===== config.mk =====
export PLATFORM = sky130hd
export DESIGN_NAME = card_irq_ctrl
export DESIGN_NICKNAME = d
export VERILOG_FILES = /design/src/rtl/card_irq_pkg.sv /design/src/rtl/cirq_sync.sv /design/src/rtl/cirq_trip.sv /design/src/rtl/card_irq_ctrl.sv
export SDC_FILE = /design/constraint.sdc
export NUM_CORES = 1
export LEC_CHECK = 0
export CAP_MARGIN = 10
export CORE_AREA = 2 2 39 41
export DETAILED_ROUTE_END_ITERATION = 8
export DIE_AREA = 0 0 41 43
export PLACE_DENSITY = 0.5
export SETUP_SLACK_MARGIN = 0.05
export SLEW_MARGIN = 10
export SYNTH_ARGS = -nofsm -noshare
export SYNTH_HDL_FRONTEND = slang
export SYNTH_HIERARCHICAL = 1
export SYNTH_SLANG_ARGS = --single-unit
export TNS_END_PERCENT = 30

===== constraint.sdc =====
create_clock -name clk_i -period 3.4 [get_ports clk_i]
set_input_delay 0.85 -clock clk_i [delete_from_list [all_inputs] [get_ports clk_i]]
set_output_delay 0.85 -clock clk_i [all_outputs]
set_load 0.02 [all_outputs]

===== src/rtl/card_irq_pkg.sv =====
package card_irq_pkg;
  localparam int unsigned SYNC_STAGES_DEF = 2;
  localparam int unsigned NUM_FAULTS_DEF  = 4;

  typedef struct packed {
    logic tripped;
    logic irq_n;
    logic deact;
  } trip_state_t;
endpackage


===== src/rtl/cirq_sync.sv =====
module cirq_sync #(
  parameter int unsigned WIDTH  = 1,
  parameter int unsigned STAGES = 2
) (
  input  logic             clk_i,
  input  logic             rst_ni,
  input  logic [WIDTH-1:0] d_i,
  output logic [WIDTH-1:0] q_o
);
  logic [WIDTH-1:0] pipe [STAGES];

  for (genvar s = 0; s < STAGES; s++) begin : g_stage
    if (s == 0) begin : g_first
      always_ff @(posedge clk_i or negedge rst_ni) begin
        if (!rst_ni) pipe[s] <= '0;
        else         pipe[s] <= d_i;
      end
    end else begin : g_next
      always_ff @(posedge clk_i or negedge rst_ni) begin
        if (!rst_ni) pipe[s] <= '0;
        else         pipe[s] <= pipe[s-1];
      end
    end
  end

  assign q_o = pipe[STAGES-1];
endmodule


===== src/rtl/cirq_trip.sv =====
module cirq_trip
  import card_irq_pkg::*;
(
  input  logic clk_i,
  input  logic rst_ni,
  input  logic sess_n_i,
  input  logic present_s_i,
  input  logic fault_any_i,
  output logic irq_n_o,
  output logic deact_o
);
  trip_state_t st_q, st_d;
  logic        trip;

  // trip only on the first bad condition of a session
  assign trip = !sess_n_i && !st_q.tripped && (!present_s_i || fault_any_i);

  always_comb begin
    st_d = st_q;
    if (sess_n_i) begin
      st_d.tripped = 1'b0;
      st_d.irq_n   = present_s_i;
      st_d.deact   = 1'b0;
    end else begin
      st_d.tripped = st_q.tripped | trip;
      st_d.irq_n   = !(st_q.tripped | trip);
      st_d.deact   = trip;
    end
  end

  always_ff @(posedge clk_i or negedge rst_ni) begin
    if (!rst_ni) st_q <= '0;
    else         st_q <= st_d;
  end

  assign irq_n_o = st_q.irq_n;
  assign deact_o = st_q.deact;

  p_no_deact_outside_r4: assert property (@(posedge clk_i) disable iff (!rst_ni)
    sess_n_i |=> !deact_o);

  p_deact_single_r7: assert property (@(posedge clk_i) disable iff (!rst_ni)
    deact_o |=> !deact_o);

  p_deact_with_irq_r7: assert property (@(posedge clk_i) disable iff (!rst_ni)
    deact_o |-> !irq_n_o);

  p_trip_r5: assert property (@(posedge clk_i) disable iff (!rst_ni)
    (!sess_n_i && irq_n_o && (!present_s_i || fault_any_i)) |=> (!irq_n_o && deact_o));

  p_latched_r8: assert property (@(posedge clk_i) disable iff (!rst_ni)
    (!sess_n_i && $past(!sess_n_i) && !irq_n_o) |=> !irq_n_o);

  p_release_r10: assert property (@(posedge clk_i) disable iff (!rst_ni)
    sess_n_i |=> (irq_n_o == $past(present_s_i)));
endmodule


===== src/rtl/card_irq_ctrl.sv =====
module card_irq_ctrl
  import card_irq_pkg::*;
#(
  parameter int unsigned NUM_FAULTS  = NUM_FAULTS_DEF,
  parameter int unsigned SYNC_STAGES = SYNC_STAGES_DEF
) (
  input  logic                  clk_i,
  input  logic                  rst_ni,
  input  logic                  present_i,
  input  logic [NUM_FAULTS-1:0] fault_i,
  input  logic                  sess_n_i,
  output logic                  irq_n_o,
  output logic                  deact_start_o
);
  localparam int unsigned SYNC_W = NUM_FAULTS + 1;

  logic [SYNC_W-1:0]     raw, synced;
  logic                  present_s;
  logic [NUM_FAULTS-1:0] fault_s;
  logic                  fault_any;

  assign raw = {fault_i, present_i};

  cirq_sync #(.WIDTH(SYNC_W), .STAGES(SYNC_STAGES)) u_sync (
    .clk_i  (clk_i),
    .rst_ni (rst_ni),
    .d_i    (raw),
    .q_o    (synced)
  );

  assign present_s = synced[0];
  assign fault_s   = synced[SYNC_W-1:1];
  assign fault_any = |fault_s;

  cirq_trip u_trip (
    .clk_i       (clk_i),
    .rst_ni      (rst_ni),
    .sess_n_i    (sess_n_i),
    .present_s_i (present_s),
    .fault_any_i (fault_any),
    .irq_n_o     (irq_n_o),
    .deact_o     (deact_start_o)
  );

  p_reset_r1: assert property (@(posedge clk_i) !rst_ni |=> (!irq_n_o && !deact_start_o));
endmodule


==> impl_metrics.tcl, run 1 <==
set metrics [dict create \
    status "finished clean" \
    tritoncts_clock_tree "yes" \
    fin_hold_viols 0 \
    synthesis.area_um2 409 \
    synth_seq_area_share 0.795 \
    worstSkewPairLatency_ps 260 \
    worst_setup_path_endpoint "irq_n_o" \
    synthToLayoutAreaGrowth_pct 24.2 \
    portBuffers 9 \
    drt-total-wl_um 383 \
    hold_path.class "reg2reg" \
    detail-route-antenna-nets 0 \
    vias_per_cell 3.84 \
    mappedNetlistNets 33 \
    timing.critical_path.slowest_stage_cell "sky130_fd_sc_hd__clkdlybuf4s50_1" \
    globalRouteOverflowTotal 0 \
    fmax_ghz 0.493 \
    die-area_um2 1760 \
    synth.distinct_cells 9 \
    layout-drive-gt1-share 0.121 \
    reg2reg_from "u_sync/q_o[2]" \
    grt_use_total 0.0637 \
    rsz0062_at_grt "false" \
    rows 14 \
    detailroute.via_count 188 \
    worst-r2r-cell-count 3 \
    maxSlewViolCount 0 \
    worst_setup_path_end_kind "output port" \
    cts_root_buf "sky130_fd_sc_hd__clkbuf_4" \
    synthesis.instances 25 \
    timing.final.crit_share 0.597 \
    critical_path_cell_sequence "clkdlybuf4s50_1" \
    finalCriticalPeriod_ps 2030 \
    power_leakage_nw 0.223 \
    yosys_warnings 6 \
    worst_setup_start_kind "register" \
    drtIter0Drc 1 \
    data_required_time_at_the_worst_endpoint_ps 2550 \
    worstSetupPathDepth 1 \
    cts.clk_slew.worst_paths_ps 70 \
    grt_first_pass_wirelength_um 669 \
    power.density_nw_per_um2 531 \
    design.portCount 10 \
    dieHeight_um 43 \
    nNetsFinal 42 \
    initial_antenna_violation_count 0 \
    clock_tree.htree_level_count 1 \
    path_max_fanout 1 \
    coreArea_um2 1380 \
    tritoncts.num_buffers 3 \
    path_buf_inv 1 \
    synth_register_bits 13 \
    path_type_of_the_worst_setup_path "reg2out" \
    initial_utilization 0.296 \
    synth_area_per_cell_um2 16.4 \
    timing.clock.skew_ps 2.53 \
    gp_congestion 0.579 \
    post_cts_hold_buffer_count 0 \
    kind_of_cell_adding_the_most_delay_to_the_critical_path "buffers and inverters" \
    post_cts_resize_count 0 \
    most-common-layout-cells "sky130_fd_sc_hd__dfrtp_1 (13), sky130_fd_sc_hd__clkdlybuf4s50_1 (9), sky130_fd_sc_hd__clkbuf_4 (3)" \
    die_width_um 41 \
    detailedRoute.firstPassIterationCount 2 \
    timing_worst_slew_pin_value_ps 526 \
    clock-sinks 13 \
    setup_tns_ps 0 \
    first_global_vias 184 \
    layout_commonest_cell "sky130_fd_sc_hd__dfrtp_1" \
    synth_top_area_frac 0.795 \
    pin_count_of_the_biggest_net_entering_global_routing 14 \
    crit_start "u_trip/irq_n_o" \
    slew-limit-headroom 0.648 \
    antenna-diode-count 0 \
    peakVddDrop_uv 208 \
    cell_type_with_the_largest_total_area_after_synthesis "sky130_fd_sc_hd__dfrtp_1" \
    timing.critical_path.slowest_cell_delay_ps 590 \
    timing.critical_path.arrival_ps 1180 \
    finalHoldWorstSlack_ps 347 \
    ff2ff_setup_slack_ps 2130 \
    netlist_top_cells_area "sky130_fd_sc_hd__dfrtp_1 (80%), sky130_fd_sc_hd__buf_4 (9.2%), sky130_fd_sc_hd__nor2b_4 (3.4%)" \
    routedWlPerCell_um 7.82 \
    capturing_point_of_the_worst_reg2reg_path "u_trip/st_q[2]" \
    remaining_drc_errors 0 \
    clock_tree.buffer_depth 2 \
    timing.max_cap.violations 0 \
    cts_post_setup_buffers_inserted 0 \
    final_setup_violating_endpoints 0 \
]
[synth_stat cells]
library cell              count
sky130_fd_sc_hd__or4_1        1
sky130_fd_sc_hd__o21a_1       1
sky130_fd_sc_hd__dfrtp_1     13
sky130_fd_sc_hd__inv_1        1
sky130_fd_sc_hd__buf_4        5
sky130_fd_sc_hd__a21oi_1      1
sky130_fd_sc_hd__nor3_1       1
sky130_fd_sc_hd__nor2b_4      1
sky130_fd_sc_hd__nor2_1       1
[logic make-up after synthesis]
logic type	share of synthesized area
buffers and inverters	0.101
flip-flops	0.795
AO/OA/AOI/OAI	0.0306
AND/OR/NAND/NOR	0.0734
[registers in the layout (all words and copies together), names as in the netlist]
register,cells
u_trip/st_q,1
u_sync/q_o,5
u_trip/deact_o,1
u_sync/pipe,5
u_trip/irq_n_o,1
[stage by stage]
stage / util / std cells / area (um^2) / setup slack, ps / total power, W
after detailed placement: 0.348 / 45 / 482 / 1650 / 0.000186
after global routing: 0.367 / 49 / 508 / 1320 / 0.000288
after floorplan: - / 25 / 409 / 2060 / 0.000176
after global placement: 0.348 / 45 / 482 / 1660 / 0.000185
final: 0.367 / 49 / 508 / 1370 / 0.000270
after CTS: 0.367 / 49 / 508 / 1350 / 0.000276
[routing by layer]
| metal | part of all wire | global-route usage |
|---|---|---|
| met1 | 0.38 | 0.0660 |
| met2 | 0.52 | 0.0781 |
| met3 | 0.10 | 0.0314 |
| met4 | 0 | 0.0800 |
| met5 | 0 | 0 |
[where the power goes]
| part | leakage (nW) | total [W] | internal [W] | switching, W |
|---|---|---|---|---|
| combinational | 0.0543 | 0.0000177 | 0.0000108 | 0.00000687 |
| sequential | 0.154 | 0.000164 | 0.000162 | 0.00000209 |
| clock | 0.0150 | 0.0000874 | 0.0000453 | 0.0000421 |
[layout make-up]
class | count | area (um^2)
well taps | 16 | 20.0
repair buffers | 9 | 90.1
clock buffers | 4 | 26.3
fillers | 135 | 876
flip-flops and latches | 13 | 325
multi-input cells | 6 | 42.5
inverters | 1 | 3.75
[how the worst min path moves through the flow]
stage | from | endpoint | slack, ps | depth (start not counted)
floorplan | u_sync/pipe[5] | u_sync/q_o[0] | 330 | 0
global placement | u_sync/pipe[5] | u_sync/q_o[0] | 330 | 0
detailed placement | u_sync/pipe[5] | u_sync/q_o[0] | 330 | 0
CTS | u_sync/pipe[8] | u_sync/q_o[3] | 350 | 0
global route | u_sync/pipe[7] | u_sync/q_o[2] | 360 | 0
finish | u_sync/pipe[8] | u_sync/q_o[3] | 350 | 0
No activity file was read; power rests on OpenSTA's default activity.
==> inputs of run 2 (changes only) <==
--- a/config.mk
+++ b/config.mk
@@ -9,7 +9,7 @@
 export CORE_AREA = 2 2 39 41
 export DETAILED_ROUTE_END_ITERATION = 8
 export DIE_AREA = 0 0 41 43
-export PLACE_DENSITY = 0.5
+export PLACE_DENSITY = 0.52
 export SETUP_SLACK_MARGIN = 0.05
 export SLEW_MARGIN = 10
 export SYNTH_ARGS = -nofsm -noshare
==> constraint.sdc (replaced) <==
create_clock -name clk_i -period 1.7 [get_ports clk_i]
set_input_delay 0.425 -clock clk_i [delete_from_list [all_inputs] [get_ports clk_i]]
set_output_delay 0.425 -clock clk_i [all_outputs]
set_load 0.02 [all_outputs]
==> run 2 against run 1 <==
  * First-iteration DRC count decreased by 100%
  * Sequential power increased by 100%
  * Routed wire length increased by 13%
  * Global-route usage increased by 0.096 points
  * Final cell count unchanged
  * Count of clock-buffer cells in the layout decreased by 1
  * Sequential share of layout area decreased by 0.47 points
  * Register-to-register slack got worse by 1700 ps
  * Non-clock buffer count unchanged
  * Largest power group unchanged
==> impl_metrics.tcl, run 2 (synthesis results as in run 1) <==
set metrics [dict create \
    layout-drive-gt1-share 0.152 \
    data_required_time_at_the_worst_endpoint_ps 1270 \
    timing.max_cap.violations 0 \
    nNetsFinal 42 \
    worst_setup_path_end_kind "output port" \
    timing.clock.skew_ps 3.57 \
    clock_tree.htree_level_count 1 \
    fin_hold_viols 0 \
    hold_path.class "reg2reg" \
    place_area_um2 482 \
    final_setup_violating_endpoints 0 \
    timing.critical_path.arrival_ps 1180 \
    power.density_nw_per_um2 1060 \
    total_power_w 0.000543 \
    drt-total-wl_um 431 \
    power_leakage_nw 0.240 \
    finalCriticalPeriod_ps 1610 \
    design.portCount 10 \
    detailedPlacementHpwl_um 324 \
    fmax_ghz 0.622 \
    die_width_um 41 \
    pin_count_of_the_biggest_net_entering_global_routing 14 \
    timing.critical_path.slowest_cell_delay_ps 590 \
    cts.clk_slew.worst_paths_ps 80 \
    timing_worst_slew_pin_value_ps 545 \
    grt_use_total 0.0647 \
    multi_input_comb_area_um2 42.5 \
    maxSlewViolCount 0 \
    worstSkewPairLatency_ps 260 \
    critical_path_cell_sequence "clkdlybuf4s50_1" \
    routedWlPerCell_um 8.80 \
    initial_antenna_violation_count 0 \
    final-seq-area_um2 325 \
    first_global_vias 167 \
    initial_utilization 0.296 \
    path_buf_inv 1 \
    peakVddDrop_uv 428 \
    drtIter0Drc 0 \
    nFillCells 135 \
    clock-sinks 13 \
    tritoncts_clock_tree "yes" \
    vias_per_cell 3.88 \
    slew-limit-headroom 0.636 \
    rows 14 \
    tritoncts.num_buffers 3 \
    most-common-layout-cells "sky130_fd_sc_hd__dfrtp_1 (13), sky130_fd_sc_hd__clkdlybuf4s50_1 (8), sky130_fd_sc_hd__clkbuf_4 (3)" \
    globalRouteOverflowTotal 0 \
    kind_of_cell_adding_the_most_delay_to_the_critical_path "buffers and inverters" \
    postLayoutCellArea_um2 512 \
    detailedRoute.firstPassIterationCount 1 \
    path_type_of_the_worst_setup_path "reg2out" \
    worst_setup_start_kind "register" \
    die-area_um2 1760 \
    path_max_fanout 1 \
    timing.critical_path.slowest_stage_cell "sky130_fd_sc_hd__clkdlybuf4s50_1" \
    layout_commonest_cell "sky130_fd_sc_hd__dfrtp_1" \
    cts_root_buf "sky130_fd_sc_hd__clkbuf_4" \
    gp_congestion 0.520 \
    setup_tns_ps 0 \
    status "finished clean" \
    portBuffers 9 \
    antenna-diode-count 0 \
    remaining_drc_errors 0 \
    coreArea_um2 1380 \
    clock_tree.buffer_depth 2 \
    grt_first_pass_wirelength_um 648 \
    synthToLayoutAreaGrowth_pct 25.1 \
    detailroute.via_count 190 \
    rsz0062_at_grt "true" \
    final_core_util 0.370 \
    dieHeight_um 43 \
    timing.final.crit_share 0.945 \
    detail-route-antenna-nets 0 \
]
[run 2: worst paths after layout]
| kind | start | cells past startpoint | slack, ps | endpoint |
|---|---|---|---|---|
| setup / recovery | u_trip/irq_n_o | 1 | 90 | irq_n_o |
| hold / removal | u_sync/pipe[9] | 0 | 350 | u_sync/q_o[4] |
| setup reg to reg | u_sync/q_o[2] | 3 | 430 | u_trip/st_q[2] |
| hold reg to reg | u_sync/pipe[9] | 0 | 350 | u_sync/q_o[4] |
| max in group asynchronous | rst_ni | 1 | 830 | u_sync/pipe[5] |
| min in group asynchronous | rst_ni | 1 | 510 | u_sync/q_o[4] |
[run 2: power breakdown]
part	internal (W)	switching, W	leakage, nW
logic	0.0000214	0.0000140	0.0684
registers	0.000325	0.00000432	0.154
clock network	0.0000869	0.0000917	0.0177
[run 2: layout make-up]
type / count / share of cell area
multi-input cells: 6 / 0.0831
well taps: 16 / 0.0391
clock buffers: 3 / 0.0440
repair buffers: 9 / 0.181
clock inverters: 1 / 0.00978
flip-flops and latches: 13 / 0.636
inverters: 1 / 0.00733
[run 2: layer usage]
metal	part of all wire	routed length [um]	global-route usage	up-vias
met5	0	0	0	-
met4	0	0	0.0800	0
met3	0.11	49	0.0471	0
met2	0.52	225	0.0813	9
met1	0.36	157	0.0554	89
li1	-	-	-	92
[run 2: worst reg2reg max path: stages, from the launching register on]
cell,delay [ps]
sky130_fd_sc_hd__dfrtp_1,360
sky130_fd_sc_hd__or4_1,590
sky130_fd_sc_hd__nor2b_4,140
sky130_fd_sc_hd__a21oi_1,70
[run 2: through the flow]
step / setup slack (ps) / hold WS [ps] / std cells
6_report: 93.5 / 351 / 49
5_1_grt: 41.4 / 360 / 49
4_1_cts: 71.2 / 352 / 49
3_5_place_dp: 375 / 335 / 45
3_3_place_gp: 385 / 332 / 45
2_1_floorplan: 361 / 129 / 25
[run 2: repair_timing]
item	in CTS	in global routing
endpoints found under the hold margin	0	0
setup endpoints to repair	0	2
hold buffers	0	0
gates resized for setup	0	1
buffers inserted	0	0
==> inputs of run 3 (changes only) <==
--- a/config.mk
+++ b/config.mk
@@ -5,7 +5,7 @@
 export SDC_FILE = /design/constraint.sdc
 export NUM_CORES = 1
 export LEC_CHECK = 0
-export CAP_MARGIN = 10
+export CAP_MARGIN = 20
 export CORE_AREA = 2 2 39 41
 export DETAILED_ROUTE_END_ITERATION = 8
 export DIE_AREA = 0 0 41 43
==> results of run 3 <==
Final layout, timing and power as in run 2 (identical DEF).
